==> config.mk <==
export PLATFORM = sky130hd
export DESIGN_NAME = gate_scan_seq
export DESIGN_NICKNAME = d
export VERILOG_FILES = /design/src/rtl/gss_pkg.sv /design/src/rtl/gss_start_detect.sv /design/src/rtl/gss_scan_counter.sv /design/src/rtl/gss_row_decode.sv /design/src/rtl/gate_scan_seq.sv
export SDC_FILE = /design/constraint.sdc
export NUM_CORES = 1
export LEC_CHECK = 0
export BUFFER_PORTS_ARGS = -buffer_cell sky130_fd_sc_hd__buf_2
export CAP_MARGIN = 5
export CORE_MARGIN = 3
export CORE_UTILIZATION = 56
export DETAILED_ROUTE_END_ITERATION = 10
export GPL_TIMING_DRIVEN = 1
export PLACE_DENSITY = 0.86
export SKIP_CTS_REPAIR_TIMING = 1
export SLEW_MARGIN = 25
export SYNTH_ARGS = -nofsm -noshare
export SYNTH_HDL_FRONTEND = slang
export SYNTH_SLANG_ARGS = --single-unit
==> constraint.sdc <==
create_clock -name clk -period 5.35 [get_ports clk]
set_input_delay 0.535 -clock clk [delete_from_list [all_inputs] [get_ports clk]]
set_output_delay 0.535 -clock clk [all_outputs]
set_load 0.1 [all_outputs]
==> src/rtl/gss_pkg.sv <==
package gss_pkg;

  typedef enum logic [1:0] {
    PAT_OFF    = 2'b00,
    PAT_ADJ    = 2'b01,
    PAT_SPACED = 2'b10,
    PAT_SINGLE = 2'b11
  } pat_e;

  // Distance between the leading row and the trailing row of the active window.
  function automatic int unsigned trail_gap(pat_e p);
    case (p)
      PAT_ADJ:    return 1;
      PAT_SPACED: return 2;
      default:    return 0;
    endcase
  endfunction

  // The chip leads the cascade when both position inputs agree.
  function automatic logic leads_cascade(logic fwd, logic pos);
    return fwd == pos;
  endfunction

endpackage

==> src/rtl/gss_start_detect.sv <==
module gss_start_detect (
  input  logic clk,
  input  logic rst_n,
  input  logic start_n,
  output logic start_evt
);
  logic seen_high_q;

  always_ff @(posedge clk or negedge rst_n) begin
    if (!rst_n) seen_high_q <= 1'b1;
    else        seen_high_q <= start_n;
  end

  // A start is a low sample after a high one.
  assign start_evt = seen_high_q & ~start_n;
endmodule

==> src/rtl/gss_scan_counter.sv <==
module gss_scan_counter #(
  parameter int N_OUT = 240,
  parameter int CW    = 10
) (
  input  logic          clk,
  input  logic          rst_n,
  input  logic          start_evt,
  output logic          scan_active,
  output logic [CW-1:0] scan_cnt
);
  // The final position covers a second chip's spaced pair on its last row.
  localparam int LAST = 2 * N_OUT + 1;

  always_ff @(posedge clk or negedge rst_n) begin
    if (!rst_n) begin
      scan_active <= 1'b0;
      scan_cnt    <= '0;
    end else if (start_evt) begin
      scan_active <= 1'b1;
      scan_cnt    <= '0;
    end else if (scan_active) begin
      if (scan_cnt == CW'(LAST)) scan_active <= 1'b0;
      else                       scan_cnt    <= scan_cnt + 1'b1;
    end
  end
endmodule

==> src/rtl/gss_row_decode.sv <==
module gss_row_decode
  import gss_pkg::*;
#(
  parameter int N_OUT = 240,
  parameter int CW    = 10
) (
  input  logic             scan_active,
  input  logic [CW-1:0]    scan_cnt,
  input  logic             dir_fwd,
  input  logic             role_first,
  input  pat_e             pat,
  output logic [N_OUT-1:0] rows
);
  // A row is hit when the position equals its base, or its base plus the trail gap.
  function automatic logic row_hit(logic [CW-1:0] c, logic [CW-1:0] b, pat_e p);
    logic lead, trail;
    lead  = (c == b);
    trail = (c == b + CW'(trail_gap(p)));
    case (p)
      PAT_SINGLE:         return lead;
      PAT_ADJ, PAT_SPACED: return lead | trail;
      default:            return 1'b0;
    endcase
  endfunction

  logic [CW-1:0] delay_ofs;
  assign delay_ofs = role_first ? '0 : CW'(N_OUT);

  for (genvar i = 0; i < N_OUT; i++) begin : g_row
    logic [CW-1:0] base_i;
    assign base_i  = (dir_fwd ? CW'(i) : CW'(N_OUT - 1 - i)) + delay_ofs;
    assign rows[i] = scan_active & row_hit(scan_cnt, base_i, pat);
  end
endmodule

==> src/rtl/gate_scan_seq.sv <==
module gate_scan_seq
  import gss_pkg::*;
#(
  parameter int N_OUT = 240
) (
  input  logic             clk,
  input  logic             rst_n,
  input  logic             start_n,
  input  logic             dir_fwd,
  input  logic             pos_en,
  input  logic [1:0]       mode,
  output logic [N_OUT-1:0] rowsel
);
  localparam int CW = $clog2(2 * N_OUT + 2) + 1;

  logic          start_evt;
  logic          role_first;
  logic          scan_active;
  logic [CW-1:0] scan_cnt;
  pat_e          pat;

  assign role_first = leads_cascade(dir_fwd, pos_en);
  assign pat        = pat_e'(mode);

  gss_start_detect u_start (
    .clk       (clk),
    .rst_n     (rst_n),
    .start_n   (start_n),
    .start_evt (start_evt)
  );

  gss_scan_counter #(.N_OUT(N_OUT), .CW(CW)) u_cnt (
    .clk         (clk),
    .rst_n       (rst_n),
    .start_evt   (start_evt),
    .scan_active (scan_active),
    .scan_cnt    (scan_cnt)
  );

  gss_row_decode #(.N_OUT(N_OUT), .CW(CW)) u_dec (
    .scan_active (scan_active),
    .scan_cnt    (scan_cnt),
    .dir_fwd     (dir_fwd),
    .role_first  (role_first),
    .pat         (pat),
    .rows        (rowsel)
  );
endmodule

==> results.json, run 1 <==
{
  "outcome": "aborted with a tool error",
  "flow.stopped_at": "global routing",
  "err": "[ERROR GRT-0232] Routing congestion too high. Check the congestion heatmap in the GUI.",
  "grt_start_max_net_pins": 41,
  "clock_tree.root_cell": "sky130_fd_sc_hd__clkbuf_16",
  "io_buffer_count": 246,
  "synth.top_cell.area_share": 0.141,
  "die_width_um": 131,
  "synth-edff-count": 0,
  "synth_adder_area_share": 0.0460,
  "initial_utilization": 0.575,
  "largest_family_of_logic_cells_by_synthesized_area": "simple AND/OR/NAND/NOR gates",
  "groute.usage.overall": 0.788,
  "maximum_clock_path_buffer_count": 2,
  "syn-mean-instance-area_um2": 6.20,
  "yosys_warnings": 0,
  "post_synthesis_net_count": 1458,
  "cts_inserted_buffers": 3,
  "io-pin-count": 247,
  "overflow": 13,
  "clock_tree.htree_level_count": 1,
  "sequential_cell_area_fraction_in_the_yosys_report": 0.0342,
  "globalplace.congestion": 1.30,
  "cell_variety_after_synth": 75,
  "synth-xor-area-share": 0.185,
  "dp.final_hpwl_mm": 43.6,
  "post_syn_instances": 1421,
  "clock_sinks": 12,
  "placement_rows": 45,
  "synth_top_flop_cell": "sky130_fd_sc_hd__dfrtp_1",
  "die-height_um": 131,
  "synth_simple_gate_area_share": 0.386,
  "placed_cells_incl_taps": 1805,
  "multiplexer_area_fraction_after_synthesis": 0.00682,
  "synth_compound_gate_area_share": 0.270,
  "syn-cell-area_um2": 8810,
  "postSynth.asyncResetShare": 1.00,
  "preCtsSetupSlack_ns": 0.260,
  "postGrtWorstEndpoint": "rowsel[232]",
  "post-synth-top-area-cell": "sky130_fd_sc_hd__nor2_1",
  "post_synth_main_area_contributors": "sky130_fd_sc_hd__nor2_1, sky130_fd_sc_hd__xnor2_1, sky130_fd_sc_hd__a32oi_1, sky130_fd_sc_hd__nand2_1, sky130_fd_sc_hd__a22oi_1",
  "worstEndpointType": "primary output",
  "synth_seq_cells": 12
}
[cells by family after synthesis]
logic type	Yosys count
mux	6
compound gates	323
buf+inv	148
xor+xnor	175
flops	12
simple gates	727
fa+ha+maj	30
[through the flow]
stage	utilization	cell area [um^2]
after floorplan	-	9090
after global placement	0.883	13500
after detailed placement	0.883	13500
after CTS	0.889	13600
[cell usage after synthesis (5+ instances only)]
cell                         n
sky130_fd_sc_hd__ha_1       26
sky130_fd_sc_hd__a21oi_1    55
sky130_fd_sc_hd__o22ai_2     7
sky130_fd_sc_hd__xnor2_1   137
sky130_fd_sc_hd__a41oi_1     7
sky130_fd_sc_hd__a32oi_1    66
sky130_fd_sc_hd__nor3_1     40
sky130_fd_sc_hd__o21ai_1    14
sky130_fd_sc_hd__nor3_2      6
sky130_fd_sc_hd__nor4_1     16
sky130_fd_sc_hd__nand3b_1    5
sky130_fd_sc_hd__nor2_1    330
sky130_fd_sc_hd__a31oi_1     7
sky130_fd_sc_hd__nand2_1   127
sky130_fd_sc_hd__and3_1     25
sky130_fd_sc_hd__clkbuf_1   61
sky130_fd_sc_hd__or3_1       8
sky130_fd_sc_hd__a32o_1     17
sky130_fd_sc_hd__buf_2      39
sky130_fd_sc_hd__inv_1      18
sky130_fd_sc_hd__a21o_1      8
sky130_fd_sc_hd__inv_2       7
sky130_fd_sc_hd__nand3_1    55
sky130_fd_sc_hd__a21boi_0    5
sky130_fd_sc_hd__nand2b_1   13
sky130_fd_sc_hd__xor2_1     28
sky130_fd_sc_hd__a211oi_1    5
sky130_fd_sc_hd__o31ai_1     5
sky130_fd_sc_hd__mux2i_1     6
sky130_fd_sc_hd__buf_1      17
sky130_fd_sc_hd__a22oi_1    54
sky130_fd_sc_hd__o22ai_1    13
sky130_fd_sc_hd__dfrtp_1    11
sky130_fd_sc_hd__o21ai_0    26
sky130_fd_sc_hd__and2_1     23
sky130_fd_sc_hd__xnor2_2     5
sky130_fd_sc_hd__nor2b_1    23
sky130_fd_sc_hd__or2_2       5
sky130_fd_sc_hd__nand4_1    24
[routing by layer]
layer,GRT overflow,global-route usage
met5,0,0.404
met4,7,0.786
met3,1,0.706
met2,3,0.917
met1,2,0.766
==> run 2, diff against run 1 <==
--- a/config.mk
+++ b/config.mk
@@ -8,10 +8,10 @@
 export BUFFER_PORTS_ARGS = -buffer_cell sky130_fd_sc_hd__buf_2
 export CAP_MARGIN = 5
 export CORE_MARGIN = 3
-export CORE_UTILIZATION = 56
+export CORE_UTILIZATION = 40
 export DETAILED_ROUTE_END_ITERATION = 10
 export GPL_TIMING_DRIVEN = 1
-export PLACE_DENSITY = 0.86
+export PLACE_DENSITY_LB_ADDON = 0.15
 export SKIP_CTS_REPAIR_TIMING = 1
 export SLEW_MARGIN = 25
 export SYNTH_ARGS = -nofsm -noshare
==> run 2 against run 1 <==
Effect of this change:
- synthesized area is the same
- synthesized cell count unchanged
- the flow now finishes without violations
==> results.json, run 2 <==
{
  "die_area_um2": 23800,
  "post_synth_main_area_contributors": "sky130_fd_sc_hd__nor2_1, sky130_fd_sc_hd__xnor2_1, sky130_fd_sc_hd__a32oi_1, sky130_fd_sc_hd__nand2_1, sky130_fd_sc_hd__a22oi_1",
  "grt_start_max_net_pins": 64,
  "layout_min_cycle_time_ns": 5.20,
  "setup_repair_after_global_routing_missed_its_margin": "false",
  "io-pin-count": 247,
  "irDropWorstVdd_uv": 298,
  "grt_antenna_before_repair": 1,
  "placement_rows": 53,
  "clock_tree.root_cell": "sky130_fd_sc_hd__clkbuf_16",
  "layout.filler_cells": 1812,
  "post_synthesis_net_count": 1458,
  "dp.final_hpwl_mm": 43.8,
  "grt_first_pass_wirelength_mm": 80.4,
  "synth-edff-count": 0,
  "placed_cells_incl_taps": 1894,
  "top_layer_used": "met4",
  "postSynth.asyncResetShare": 1.00,
  "num-nets-final": 1661,
  "clock_tree.htree_level_count": 1,
  "met2RoutedLength_mm": 22.9,
  "clock_sinks": 12,
  "mostFrequentLayoutCells": "sky130_fd_sc_hd__nor2_1, sky130_fd_sc_hd__buf_12, sky130_fd_sc_hd__xnor2_1, sky130_fd_sc_hd__nand2_1, sky130_fd_sc_hd__buf_4",
  "cts_inserted_buffers": 3,
  "clkLatencyLatePin_ns": 0.25,
  "mostFrequentLayoutCell": "sky130_fd_sc_hd__nor2_1",
  "largest_register": "u_cnt.scan_cnt",
  "cell_variety_after_synth": 75,
  "fin_worst_hold_slack_ns": 0.157,
  "synth_top_flop_cell": "sky130_fd_sc_hd__dfrtp_1",
  "post-synth-top-area-cell": "sky130_fd_sc_hd__nor2_1",
  "period_share": 0.973,
  "maximum_clock_path_buffer_count": 2,
  "met3WireLength_mm": 8.92,
  "hold_class": "primary input to asynchronous set/reset pin",
  "timing.max_slew.rel_slack": 0.227,
  "viasPerCell": 6.97,
  "initial_utilization": 0.412,
  "worstPathRequired_ns": 4.82,
  "io_buffer_count": 246,
  "reg.largest.list": "u_cnt.scan_cnt (10), u_cnt.scan_active (1), u_start.seen_high_q (1)",
  "clock.fmax_ghz": 0.192,
  "largest_reg_flops": 10,
  "post_syn_instances": 1421,
  "finalNonFillerCells": 1898,
  "finalHoldViolations": 0,
  "vias_in_the_first_global_route": 12213,
  "critPathArrivalTime_ns": 4.67,
  "worst_pin_slew_ns": 1.16,
  "worst_setup_path_end_kind": "output pin",
  "antenna-diode-count": 0,
  "area_growth_syn_to_layout_pct": 60.3,
  "total_setup_violations_reported_at_the_end_of_the_flow": 0,
  "synth_seq_cells": 12,
  "max-cap-violations": 0,
  "cts_tree": "built",
  "drc_errors": 0,
  "timing.critical_path.from_type": "primary input",
  "detail_route.wirelength.met1_mm": 19.9,
  "wirelength_mm": 55.7,
  "drtPass1Iterations": 7,
  "worstPathMaxFanout": 10,
  "setup.worst_path.start": "mode[1]",
  "clk_transition_reported_paths_ns": 0.05,
  "overflow": 0,
  "power_per_cell_area_nw_per_um2": 129,
  "leakagePower_nw": 4.84,
  "outcome": "completed",
  "most_frequently_used_cell_type_in_the_post_synthesis_netlist": "sky130_fd_sc_hd__nor2_1",
  "die-height_um": 154,
  "synth.top_cell.area_share": 0.141,
  "final_layout_size_suffix_gt1_frac": 0.262,
  "wirelength_per_cell_um": 29.4,
  "yosys-top-cells-count": "sky130_fd_sc_hd__nor2_1, sky130_fd_sc_hd__xnor2_1, sky130_fd_sc_hd__nand2_1, sky130_fd_sc_hd__a32oi_1, sky130_fd_sc_hd__clkbuf_1",
  "yosys_warnings": 0,
  "timing.rr.start": "u_cnt.scan_cnt[7]",
  "syn-mean-instance-area_um2": 6.20,
  "sequential_cell_area_fraction_in_the_yosys_report": 0.0342,
  "syn-cell-area_um2": 8810,
  "detailroute.via_count": 13226,
  "groute.usage.overall": 0.436,
  "globalplace.congestion": 1.09,
  "drt-initial-drc-count": 2478,
  "category_of_the_most_critical_setup_path": "primary input to output pin",
  "die_width_um": 154,
  "coreArea_um2": 21400,
  "final-max-slew-violation-count": 0,
  "fin_skew_ns": 0.00380,
  "antenna_left": 0
}
-- run 2: cell counts after synthesis --
Identical to the previous run, type by type.
-- run 2: critical path: stages --
cell and delay, ns:
sky130_fd_sc_hd__buf_2 0.11, sky130_fd_sc_hd__inv_1 0.07, sky130_fd_sc_hd__ha_1 0.17, sky130_fd_sc_hd__ha_1 0.39, sky130_fd_sc_hd__inv_1 0.15, sky130_fd_sc_hd__fa_1 0.61
sky130_fd_sc_hd__inv_1 0.30, sky130_fd_sc_hd__ha_1 0.29, sky130_fd_sc_hd__xor2_1 0.17, sky130_fd_sc_hd__nor3_1 0.44, sky130_fd_sc_hd__nand2_1 0.24, sky130_fd_sc_hd__nor4_1 0.65
sky130_fd_sc_hd__a32o_1 0.33, sky130_fd_sc_hd__buf_12 0.19
-- run 2: worst paths after layout --
| path | to | slack (ns) | cells past startpoint |
|---|---|---|---|
| setup / recovery | rowsel[33] | 0.15 | 14 |
| hold / removal | u_cnt.scan_cnt[3] | 0.16 | 1 |
| setup reg to reg | u_cnt.scan_cnt[3] | 2.74 | 6 |
| hold reg to reg | u_cnt.scan_cnt[6] | 0.77 | 3 |
| max in group asynchronous | u_start.seen_high_q | 4.92 | 1 |
| min in group clk | u_start.seen_high_q | 0.40 | 1 |
-- run 2: through the flow --
stage	util	setup WS (ns)	TNS, ns	total power, mW	area (um^2)
6_report	0.661	0.145	0	1.82	14100
5_1_grt	0.661	0.0458	0	1.85	14100
4_1_cts	0.661	0.328	0	1.73	14100
3_5_place_dp	0.657	0.338	0	1.57	14000
3_3_place_gp	0.657	0.400	0	1.56	14000
2_1_floorplan	-	-0.671	-0.725	1.07	9090
-- run 2: area by class of cell --
class | instances | area [um^2] | share of cell area
clock buffer | 4 | 88.8 | 0.00629
multi-input combinational | 1261 | 8160 | 0.578
timing repair buffer | 321 | 5130 | 0.363
tap | 275 | 344 | 0.0244
inverter | 25 | 93.8 | 0.00665
sequential | 12 | 304 | 0.0215
-- run 2: per-layer routing --
metal / up-vias / track usage
li1: 5473 / -
met1: 6116 / 0.573
met2: 1316 / 0.648
met3: 321 / 0.130
met4: 0 / 0.217
met5: - / 0
-- run 2: cell families (layout without fill, tap and decap cells) --
kind of cell / after synthesis / in the layout / synth area share
xor gates and xnor gates: 175 / 175 / 0.185
and+or+nand+nor: 727 / 727 / 0.386
buffers and inverters: 148 / 350 / 0.0729
adders and majority gates: 30 / 30 / 0.0460
muxes: 6 / 6 / 0.00682
AOI/OAI and AO/OA: 323 / 323 / 0.270
DFF: 12 / 12 / 0.0342
-- run 2: where the power goes --
group,switching (mW),internal [mW]
clock network,0.0427,0.113
registers,0.0749,0.102
logic,1.08,0.405
Note: power is estimated with default switching activity, not from simulation.
